==> src/rtl/ext_bus_ctrl.sv <==
`timescale 1ns/1ps
module ext_bus_ctrl #(
  parameter int LANE_W = 8
) (
  input  logic                  clk,
  input  logic                  rst_n,
  input  logic                  req,
  input  logic [2*LANE_W-2:0]   req_word,
  input  logic [2*LANE_W-1:0]   req_wdata,
  input  logic [1:0]            req_be,
  input  logic                  req_write,
  input  logic                  req_fetch,
  output logic                  busy,
  output logic                  done,
  output logic [2*LANE_W-1:0]   rdata,
  input  logic                  cfg_dyn_width,
  input  logic                  cfg_byte_strobes,
  input  logic                  cfg_adv,
  input  logic                  buswidth,
  input  logic                  ready,
  output logic                  ale_adv,
  output logic                  rd_n,
  output logic                  wr_n,
  output logic                  bhe_n,
  output logic                  inst,
  output logic [2*LANE_W-1:0]   ad_out,
  output logic                  ad_oe,
  input  logic [2*LANE_W-1:0]   ad_in
);
  localparam int BUS_W = 2 * LANE_W;

  typedef enum logic [2:0] {
    ST_IDLE, ST_ADDR, ST_S1, ST_S2, ST_W1, ST_W2, ST_END
  } st_t;

  st_t                st;
  logic [BUS_W-2:0]   word_q;
  logic               idx_q;
  logic [1:0]         be_q;
  logic [BUS_W-1:0]   wd_q;
  logic [BUS_W-1:0]   rd_q;
  logic               wr_q, fe_q, w16_q;

  logic strobe, lo_cov, hi_cov, want_hi, last;

  assign busy    = (st != ST_IDLE);
  assign strobe  = (st == ST_S1) || (st == ST_S2) || (st == ST_W1) || (st == ST_W2);
  assign lo_cov  = ~idx_q;
  assign hi_cov  = w16_q ? be_q[1] : idx_q;
  assign want_hi = idx_q | be_q[1];
  assign last    = w16_q | idx_q | ~be_q[1];

  always_ff @(posedge clk or negedge rst_n) begin
    if (!rst_n) begin
      st     <= ST_IDLE;
      word_q <= '0;
      idx_q  <= 1'b0;
      be_q   <= 2'b00;
      wd_q   <= '0;
      rd_q   <= '0;
      wr_q   <= 1'b0;
      fe_q   <= 1'b0;
      w16_q  <= 1'b0;
    end else begin
      case (st)
        ST_IDLE: if (req) begin
          word_q <= req_word;
          idx_q  <= ~req_be[0];
          be_q   <= req_be;
          wd_q   <= req_wdata;
          wr_q   <= req_write;
          fe_q   <= req_fetch;
          rd_q   <= '0;
          st     <= ST_ADDR;
        end
        ST_ADDR: begin
          w16_q <= cfg_dyn_width & buswidth;
          st    <= ST_S1;
        end
        ST_S1: st <= ST_S2;
        ST_S2, ST_W2: begin
          if (ready) begin
            if (!wr_q) begin
              if (w16_q) begin
                if (lo_cov) rd_q[LANE_W-1:0]     <= ad_in[LANE_W-1:0];
                if (hi_cov) rd_q[BUS_W-1:LANE_W] <= ad_in[BUS_W-1:LANE_W];
              end else if (idx_q) begin
                rd_q[BUS_W-1:LANE_W] <= ad_in[LANE_W-1:0];
              end else begin
                rd_q[LANE_W-1:0] <= ad_in[LANE_W-1:0];
              end
            end
            st <= ST_END;
          end else begin
            st <= ST_W1;
          end
        end
        ST_W1: st <= ST_W2;
        ST_END: begin
          if (last) st <= ST_IDLE;
          else begin
            idx_q <= 1'b1;
            st    <= ST_ADDR;
          end
        end
        default: st <= ST_IDLE;
      endcase
    end
  end

  assign done  = (st == ST_END) && last;
  assign rdata = rd_q;
  assign inst  = busy & fe_q;
  assign rd_n  = ~(strobe & ~wr_q);
  assign wr_n  = ~(strobe & wr_q & (~cfg_byte_strobes | lo_cov));
  assign bhe_n = cfg_byte_strobes ? ~(strobe & wr_q & hi_cov)
                                  : ~(busy & wr_q & want_hi);
  assign ale_adv = cfg_adv ? ~(busy & (st != ST_END)) : (st == ST_ADDR);
  assign ad_oe = (st == ST_ADDR) | (busy & wr_q);
  assign ad_out = (st == ST_ADDR) ? {word_q, idx_q} :
                  (busy & wr_q)   ? {wd_q[BUS_W-1:LANE_W],
                                     (idx_q & ~w16_q) ? wd_q[BUS_W-1:LANE_W] : wd_q[LANE_W-1:0]} :
                                    '0;
endmodule

==> config.mk <==
export PLATFORM = sky130hd
export DESIGN_NAME = ext_bus_ctrl
export DESIGN_NICKNAME = d
export VERILOG_FILES = /design/src/rtl/ext_bus_ctrl.sv
export SDC_FILE = /design/constraint.sdc
export NUM_CORES = 1
export LEC_CHECK = 0
export CORE_AREA = 2 2 99 101
export CTS_BUF_LIST = sky130_fd_sc_hd__clkbuf_8 sky130_fd_sc_hd__clkbuf_16
export DETAILED_ROUTE_END_ITERATION = 8
export DIE_AREA = 0 0 101 103
export GPL_ROUTABILITY_DRIVEN = 0
export PLACE_DENSITY = 0.58
export SLEW_MARGIN = 25
export SYNTH_ARGS = -nofsm -noshare
export SYNTH_HDL_FRONTEND = slang
export SYNTH_SLANG_ARGS = --single-unit
==> constraint.sdc <==
create_clock -name clk -period 2.7 [get_ports clk]
set_input_delay 0.81 -clock clk [delete_from_list [all_inputs] [get_ports clk]]
set_output_delay 0.81 -clock clk [all_outputs]
set_load 0.01 [all_outputs]
==> run metrics <==
worst skew pair latency 300 ps; Worst Hold Class input port to asynchronous set/reset pin; distinct cell type count after synthesis 39; Worst EP required 1890 ps; area occupied by multi-input gates 1280 um^2; Switching Share 38.3%; crit-path max FO 5; endpoints failing setup 0; Antenna Cells 0; Die X 101 um; first-pass GRT wire length 11.8 mm; DR DRC count 0; DRT Pass-1 Iters 4; switching power 1660 uW; Post-Route WL 7.41 mm; cells after synthesis 248; status finished clean; Final nets 415; Core Region 9460 um^2; Ports 99; vias in the first global route 2,374; unrepaired setup endpoints after global routing false; initial DRC count 44; crit path DAT 1790 ps; crit end category primary output; HPWL Detailed 5.43 mm; top-count cell post-synth dfrtp_1; fin crit share 96.1%; Worst-Margin Slew 558 ps; CP max stage delay 470 ps; combinational power share 56.9%; count of final max-slew check failures 0; number of antenna violations at the first check in global routing 0; internal power 2670 uW; CTS tree built; Fillers 943; Reg power frac 32.8%; placed cell area 3940 um^2; Final Instance Area 4060 um^2; maximum vdd drop 0.000453 V; CTS Hold Buffers Added 0; Post-synth EDFFs 0; Pwr Density 1070 nW/um^2; Area Overhead vs Synth 48.3%; layout cells sized above 1 19.6%; Final Hold Fails 0; WL per Instance 15.7 um; number of clock sinks 55; Synthesized Nets 307; TritonCTS Buffers 5; Post-synth top cells dfrtp_1 (55), nand2_1 (38), mux2_2 (26); clk slew on worst S/H paths 100 ps; max-cap violations 0; sequential cell area 1380 um^2; Synth Register Bits 55; vias 2,266; Total GRT Usage 14.6%; fmax 385 MHz; critical path class register to primary output; mean post-synth cell area 11.0 um^2; Mapped Area 2740 um^2; Die H 103 um; CTS H-Tree Depth 2; YS warnings 0; gr ovfl total 0; Synth area leaders dfrtp_1 (50%), mux2_2 (11%), mux2i_1 (5.5%); Final min period 2600 ps; area leader, netlist dfrtp_1; Critical Path Slowest Stage Cell clkdlybuf4s50_1; critical path startpoint category register; largest net degree at the start of global routing 56; CTS max path bufs 2; clock share of power 10.3%; most frequent CP cell buf_4; antenna-violating nets left 0; Initial Util 28.9%; Vias/cell 4.81; prevailing post-synth register cell dfrtp_1; asr flop ratio synth 100%; root buffer cell clkbuf_8; Pleak 0.00182 uW; sequential share of the synthesized area 50.3%; post-layout util 42.9%; Site Rows 36; top cell type's share of synthesized area 50.3%; Slew HR 62.8%; worst clock skew 2.81 ps; # port buffers 98; DIE AREA 10,400 um^2; Critical Path, Cell by Cell buf_4 -> nor3_4 -> buf_4 -> nor2b_1 -> clkdlybuf4s50_1; reg2reg setup slack 390 ps
==> layout by cell type (no fill, tap or decap), types with 2 or more instances in the layout <==
cell type / netlist / routed
mux2_1: 6 / 6
dlygate4sd2_1: 0 / 18
mux2_4: 8 / 8
o21ai_0: 16 / 15
o21ai_1: 7 / 8
clkbuf_8: 0 / 5
nor3_1: 4 / 3
nand3b_1: 2 / 2
mux2i_1: 15 / 15
and2_1: 3 / 2
dfrtp_1: 55 / 53
inv_1: 6 / 7
buf_4: 4 / 14
nand2_1: 38 / 38
clkdlybuf4s50_1: 0 / 73
nand4b_1: 2 / 2
nand3_1: 2 / 2
dfrtp_2: 0 / 2
nor2_1: 13 / 11
nor2b_1: 3 / 3
buf_12: 0 / 3
a22o_1: 8 / 8
dlymetal6s2s_1: 0 / 6
mux2_2: 26 / 26
a21oi_1: 3 / 2
==> state kept, by name, summed over array words and instances, names as in the netlist <==
signal	flops
st	3
wd_q	16
rdata	16
fe_q	1
wr_q	1
be_q	1
w16_q	1
word_q	15
idx_q	1
==> cell families (layout without fill, tap and decap cells) <==
logic type / count (synthesis) / count (layout) / synth area share, %
flops: 55 / 55 / 50.3
xor+xnor: 2 / 2 / 0.914
buf+inv: 21 / 130 / 3.93
mux: 55 / 55 / 23.0
simple gates: 72 / 72 / 11.8
compound gates: 43 / 43 / 10.0
==> layout make-up <==
cell class / instances / share of cell area, %
Sequential cell: 55 / 34.0
Multi-Input combinational cell: 172 / 31.6
Timing Repair Buffer: 116 / 28.3
Tap cell: 114 / 3.51
Clock buffer: 5 / 1.70
Inverter: 6 / 0.555
Clock inverter: 3 / 0.401
==> per-layer routing <==
| metal | wire length [um] | global-route usage, % |
|---|---|---|
| met5 | 0 | 0 |
| met4 | 92 | 3.85 |
| met3 | 675 | 5.42 |
| met2 | 3410 | 24.7 |
| met1 | 3230 | 17.6 |
==> repair_timing <==
item                                    4_1_cts  5_1_grt
pin swaps                                     2        1
endpoints found under the setup margin       22        8
resized for setup                            27       10
buffers inserted                              1        0
==> worst paths after layout <==
| kind | to | start | depth (start not counted) |
|---|---|---|---|
| setup / recovery | inst | st[1]$_DFFE_PN0P_ | 5 |
| hold / removal | rdata[2]$_DFFE_PN0P_ | rst_n | 2 |
| setup reg to reg | rdata[11]$_DFFE_PN0P_ | st[1]$_DFFE_PN0P_ | 7 |
| hold reg to reg | rdata[2]$_DFFE_PN0P_ | rdata[2]$_DFFE_PN0P_ | 2 |
| max in group asynchronous | st[1]$_DFFE_PN0P_ | rst_n | 2 |
| min in group clk | rdata[2]$_DFFE_PN0P_ | rdata[2]$_DFFE_PN0P_ | 2 |
==> per-stage QoR <==
stage	total power, uW	setup TNS (ps)	hold slack [ps]	std cells	worst slack (ps)
3_3_place_gp	3970	-471	463	462	-232
3_5_place_dp	3990	-497	479	462	-227
2_1_floorplan	2850	0	458	248	302
5_1_grt	4680	0	499	471	14.0
4_1_cts	4390	0	492	471	0.769
6_report	4330	0	463	471	104
==> power by group through the flow <==
stage	combinational (uW)	clock, uW	sequential [uW]
CTS	2500	476	1420
global route	2710	496	1470
floorplan	1450	0	1400
detailed placement	2560	0	1430
finish	2460	446	1420
global placement	2550	0	1420
==> critical path: cells and delay by family, from the launching register on <==
family	cells	cell delay [ps]
buf+inv	3	790
simple gates	2	250
flops	1	450
(Power assumes the default switching activity.)
